===== config.mk =====
export PLATFORM = sky130hd
export DESIGN_NAME = irq_group_summary
export DESIGN_NICKNAME = d
export VERILOG_FILES = /design/src/rtl/irqsum_pkg.sv /design/src/rtl/irqsum_bank.sv /design/src/rtl/irqsum_status.sv /design/src/rtl/irqsum_master.sv /design/src/rtl/irq_group_summary.sv
export SDC_FILE = /design/constraint.sdc
export NUM_CORES = 1
export LEC_CHECK = 0
export ABC_AREA = 1
export BUFFER_PORTS_ARGS = -buffer_cell sky130_fd_sc_hd__buf_4
export CAP_MARGIN = 20
export CORE_AREA = 2 2 123 125
export CTS_CLUSTER_SIZE = 25
export DETAILED_ROUTE_END_ITERATION = 16
export DIE_AREA = 0 0 125 127
export PLACE_DENSITY = 0.52
export SETUP_SLACK_MARGIN = 0.5
export SLEW_MARGIN = 30
export SYNTH_ARGS = -nofsm -noshare
export SYNTH_HDL_FRONTEND = slang
export SYNTH_SLANG_ARGS = --single-unit

===== constraint.sdc =====
create_clock -name clk_i -period 1.8 [get_ports clk_i]
set_input_delay 0.36 -clock clk_i [delete_from_list [all_inputs] [get_ports clk_i]]
set_output_delay 0.36 -clock clk_i [all_outputs]
set_load 0.02 [all_outputs]

===== src/rtl/irqsum_pkg.sv =====
package irqsum_pkg;

    // master register bit positions
    localparam int MST_EN_BIT  = 0;
    localparam int MST_EOI_BIT = 1;
    localparam int MST_W       = 32;

    typedef struct packed {
        logic en;
        logic irq;
    } mst_state_t;

endpackage


===== src/rtl/irqsum_bank.sv =====
module irqsum_bank #(
    parameter int PINS  = 64,
    parameter int GROUP = 4
) (
    input  logic [PINS-1:0]         pins_i,
    output logic [PINS/GROUP-1:0]   grp_o
);
    localparam int GRPS = PINS / GROUP;

    for (genvar g = 0; g < GRPS; g++) begin : g_grp
        assign grp_o[g] = |pins_i[g*GROUP +: GROUP];
    end

endmodule


===== src/rtl/irqsum_status.sv =====
module irqsum_status #(
    parameter int NUM_GROUPS = 46,
    parameter int STAT_W     = 64
) (
    input  logic                  clk_i,
    input  logic                  rst_ni,
    input  logic [NUM_GROUPS-1:0] grp_i,
    output logic [STAT_W-1:0]     stat_o,
    output logic                  any_o
);
    localparam int PAD_W = STAT_W - NUM_GROUPS;

    logic [NUM_GROUPS-1:0] sum_d, sum_q;

    always_comb begin
        sum_d = grp_i;
    end

    always_ff @(posedge clk_i or negedge rst_ni) begin
        if (!rst_ni) sum_q <= '0;
        else         sum_q <= sum_d;
    end

    assign stat_o = {{PAD_W{1'b0}}, sum_q};
    assign any_o  = |sum_q;

endmodule


===== src/rtl/irqsum_master.sv =====
module irqsum_master
    import irqsum_pkg::*;
(
    input  logic             clk_i,
    input  logic             rst_ni,
    input  logic             any_i,
    input  logic             wr_en_i,
    input  logic [MST_W-1:0] wr_data_i,
    output logic [MST_W-1:0] rd_data_o,
    output logic             irq_o
);
    mst_state_t st_d, st_q;
    logic       eoi;

    always_comb begin
        st_d = st_q;
        eoi  = wr_en_i & wr_data_i[MST_EOI_BIT];
        if (wr_en_i) st_d.en = wr_data_i[MST_EN_BIT];
        if (!st_d.en || eoi) begin
            st_d.irq = 1'b0;
        end else if (!st_q.irq && st_q.en && any_i) begin
            st_d.irq = 1'b1;
        end
    end

    always_ff @(posedge clk_i or negedge rst_ni) begin
        if (!rst_ni) st_q <= '0;
        else         st_q <= st_d;
    end

    always_comb begin
        rd_data_o             = '0;
        rd_data_o[MST_EN_BIT] = st_q.en;
    end
    assign irq_o = st_q.irq;

    AST_RAISE_WHEN_PENDING: assert property (@(posedge clk_i) disable iff (!rst_ni)
        (!irq_o && st_q.en && any_i && !wr_en_i) |=> irq_o);
    AST_HOLD_UNTIL_EOI: assert property (@(posedge clk_i) disable iff (!rst_ni)
        (irq_o && !wr_en_i) |=> irq_o);
    AST_EOI_DROPS_LINE: assert property (@(posedge clk_i) disable iff (!rst_ni)
        (wr_en_i && wr_data_i[MST_EOI_BIT]) |=> !irq_o);
    AST_DISABLED_QUIET: assert property (@(posedge clk_i) disable iff (!rst_ni)
        !st_q.en |-> !irq_o);

endmodule


===== src/rtl/irq_group_summary.sv =====
module irq_group_summary
    import irqsum_pkg::*;
#(
    parameter int NUM_PINS  = 184,
    parameter int GROUP     = 4,
    parameter int BANK_PINS = 64,
    parameter int WORD_W    = 32
) (
    input  logic                clk_i,
    input  logic                rst_ni,
    input  logic [NUM_PINS-1:0] pin_pend_i,
    input  logic                mst_wr_en_i,
    input  logic [31:0]         mst_wr_data_i,
    output logic [31:0]         mst_rd_data_o,
    output logic [WORD_W-1:0]   stat_w0_o,
    output logic [WORD_W-1:0]   stat_w1_o,
    output logic                cpu_irq_o
);
    localparam int NUM_GROUPS = NUM_PINS / GROUP;
    localparam int NUM_BANKS  = (NUM_PINS + BANK_PINS - 1) / BANK_PINS;
    localparam int STAT_W     = 2 * WORD_W;

    logic [NUM_GROUPS-1:0] grp_vec;
    logic [STAT_W-1:0]     stat;
    logic                  any_pend;

    for (genvar b = 0; b < NUM_BANKS; b++) begin : g_bank
        localparam int LO = b * BANK_PINS;
        localparam int N  = (NUM_PINS - LO < BANK_PINS) ? (NUM_PINS - LO) : BANK_PINS;
        irqsum_bank #(
            .PINS  (N),
            .GROUP (GROUP)
        ) i_bank (
            .pins_i (pin_pend_i[LO +: N]),
            .grp_o  (grp_vec[LO/GROUP +: N/GROUP])
        );
    end

    irqsum_status #(
        .NUM_GROUPS (NUM_GROUPS),
        .STAT_W     (STAT_W)
    ) i_status (
        .clk_i  (clk_i),
        .rst_ni (rst_ni),
        .grp_i  (grp_vec),
        .stat_o (stat),
        .any_o  (any_pend)
    );

    irqsum_master i_master (
        .clk_i     (clk_i),
        .rst_ni    (rst_ni),
        .any_i     (any_pend),
        .wr_en_i   (mst_wr_en_i),
        .wr_data_i (mst_wr_data_i),
        .rd_data_o (mst_rd_data_o),
        .irq_o     (cpu_irq_o)
    );

    assign stat_w0_o = stat[WORD_W-1:0];
    assign stat_w1_o = stat[STAT_W-1:WORD_W];

    AST_SUMMARY_TRACKS_PINS: assert property (@(posedge clk_i) disable iff (!rst_ni)
        (|{stat_w1_o, stat_w0_o}) == $past(|pin_pend_i));
    AST_EOI_READS_ZERO: assert property (@(posedge clk_i) disable iff (!rst_ni)
        mst_wr_en_i |=> (mst_rd_data_o[MST_EOI_BIT] == 1'b0));

endmodule


==> results.md <==
- Worst-Skew Late Latency: 0.29 ns
- Pwr Total: 2740 µW
- Largest cells by area after synthesis: dfrtp_1 57%, buf_4 17%, or4_1 16%
- DR pass1 iterations: 3
- Buf/Inv on CP: 1
- Reg2reg start: i_status.sum_q[5]
- I/O Pins: 316
- Remaining antenna violation count: 0
- Gate power share: 19.6%
- Met1 Track Usage GR: 9.94%
- Yosys top cell area share: 56.9%
- #FFs+latches synth: 48
- First-pass GRT wire length: 11800 µm
- DRC: 0
- FP Rows: 44
- Synth-to-Final Area Change: 94.5%
- Clk pwr share: 39.4%
- Achievable Freq: 820 MHz
- Core area: 0.0144 mm²
- Post-synth ARST share: 100%
- Tcrit/Tclk final: 67.8%
- Total gr overflow: 0
- # fillers: 1524
- All-Layer GR Usage: 9.75%
- Crit end category: output port
- Top-count cell post-synth: buf_4
- Worst R2R Path Depth: 7
- Static Leak: 0.00187 µW
- Tmin final: 1.22 ns
- Crit path max fanout: 3
- Switching share of power: 24.3%
- Mapped cell area: 0.00211 mm²
- Number of post-CTS setup repair buffers: 0
- Slew margin rel.: 59.3%
- Slew Limit Fails: 0
- # hold bufs at CTS: 0
- Met3 usage: 3.94%
- Sw power: 666 µW
- HP Class: in2async
- Synthesized area per cell: 11.1 µm²
- WL/cell: 12.7 µm
- # Max-Cap Violations: 0
- Clock transition at path regs: 0.07 ns
- Synth top cells by count: 49 x buf_4, 48 x dfrtp_1, 46 x or4_1
- Final setup fails: 0
- Antenna cells: 0
- Vias: 2243
- Gr busiest metal: met2
- CP Depth: 1
- Die Width: 125 µm
- Critical-path cell list: buf_4
- Sequential-to-total area share from yosys stat: 56.9%
- Slowest cell delay on critical path: 0.40 ns
- Die height: 127 µm
- Slowest cell on crit path: dfrtp_1
- Seq pwr share: 41.1%
- Power per cell area: 668 mW/mm²
- DIE AREA: 0.0159 mm²
- VDD IR max: 0.295 mV
- Via density: 3.63
- Reg2reg end: i_master.irq_o
- Layout cells sized above 1: 57.1%
- Cell Int Power: 2080 µW
- Total clock buffers created by CTS: 5
- CTS tree: done
- Clk sinks: 48
- Port Buffer Count: 236
- Crit path from: i_master.rd_data_o[0]
- Largest net degree at the start of global routing: 49
- Setup Skew: 0.00523 ns
- Yosys top cell by area: dfrtp_1
- Critical Path AT: 0.86 ns
- R2r setup slk: 0.66 ns
- PostCTS Resize Cnt: 0
- CP top delay family: flip-flops
- Yosys warnings: 0
- NumNets Final: 652
- Critical Path RT: 1.44 ns
- CP startpoint kind: register
- Routability Congestion: 0.806
- Crit path to: mst_rd_data_o[0]
- Initial antenna violation count: 0
- Final Hold Viols: 0
- Setup TNS Final: 0 ns
- RSZ-0062 raised after global routing: false
- Final wirelength: 7860 µm
- Status: completed
- Initial Util: 14.6%
- Dpl hpwl: 6800 µm
- EDFF count, synth: 0
- Slew of the pin with the lowest slew margin: 0.610 ns
- Cells after Synth: 191
- Clock root cell: clkbuf_16
- Worst setup path category: reg2out
- Vias in the first global route: 2311
- Initial drt markers: 27
- CTS max path bufs: 2
- Main flop type after synthesis: dfrtp_1
- H-tree depth: 2
- Count of cell types in the netlist: 11
- Met2 Use GR: 18.0%
-- per-layer routing --
metal | share of wire, % | vias to the layer above
met5 | 0 | -
met4 | 1.7 | 0
met3 | 11 | 8
met2 | 53 | 161
met1 | 34 | 1016
li1 | - | 1058
-- metrics by stage --
stage	utilization (%)	hold WS (ns)	std cells	setup slack (ns)	cell area, µm²
global route	28.5	0.128	618	0.506	4110
detailed placement	27.2	0.436	610	0.578	3930
global placement	27.2	0.422	610	0.584	3930
floorplan	-	0.0644	239	0.638	2290
finish	28.5	0.0801	618	0.580	4110
CTS	28.4	0.108	618	0.551	4100
-- logic make-up (layout without fill, tap and decap cells) --
logic type	after synthesis	count (layout)	synth area share, %
AO/OA/AOI/OAI	1	1	0.237
buffers and inverters	50	245	17.6
flip-flops	48	48	56.9
multiplexers	1	1	0.533
other	1	49	0.178
AND/OR/NAND/NOR	90	90	24.5
-- sequential cells by signal (all words and copies together) (netlist names) --
signal and count:
i_master.rd_data_o 1, i_status.sum_q 46, i_master.irq_o 1
-- how the worst min path moves through the flow --
stage	depth (start not counted)	to	from	slack, ns
2_1_floorplan	0	i_master.irq_o	rst_ni	0.06
3_3_place_gp	1	i_status.sum_q[5]	rst_ni	0.42
3_5_place_dp	1	i_status.sum_q[6]	rst_ni	0.44
4_1_cts	1	i_status.sum_q[5]	rst_ni	0.11
5_1_grt	1	i_status.sum_q[6]	rst_ni	0.13
6_report	1	i_status.sum_q[6]	rst_ni	0.08
-- placed cells by master, fill, tap and decap left out --
cell / Yosys / final
bufinv_16: 0 / 1
nand2_1: 13 / 13
dfrtp_1: 48 / 48
or4_1: 46 / 46
conb_1: 1 / 49
clkbuf_16: 0 / 5
a21oi_1: 1 / 1
mux2_2: 1 / 1
or2_1: 1 / 1
nor2_1: 28 / 25
nor2_2: 0 / 3
nand4_1: 2 / 2
clkinv_4: 0 / 2
inv_1: 1 / 1
buf_4: 49 / 236
-- power groups by stage --
| stage | clock network [µW] | logic, µW | registers [µW] |
|---|---|---|---|
| global route | 1190 | 581 | 1130 |
| finish | 1080 | 537 | 1130 |
| global placement | 0 | 536 | 1150 |
| detailed placement | 0 | 544 | 1150 |
| CTS | 1150 | 545 | 1130 |
| floorplan | 0 | 196 | 1190 |
-- cell type report --
| type | instances | area [µm²] | share of cell area [%] |
|---|---|---|---|
| clock buffer | 5 | 125 | 3.05 |
| clock inverter | 3 | 47.5 | 1.16 |
| inverter | 1 | 3.75 | 0.0914 |
| multi-input combinational | 141 | 726 | 17.7 |
| sequential | 48 | 1200 | 29.3 |
| tap | 184 | 230 | 5.61 |
| timing repair buffer | 236 | 1770 | 43.2 |
No activity file was read; power rests on OpenSTA's default activity.
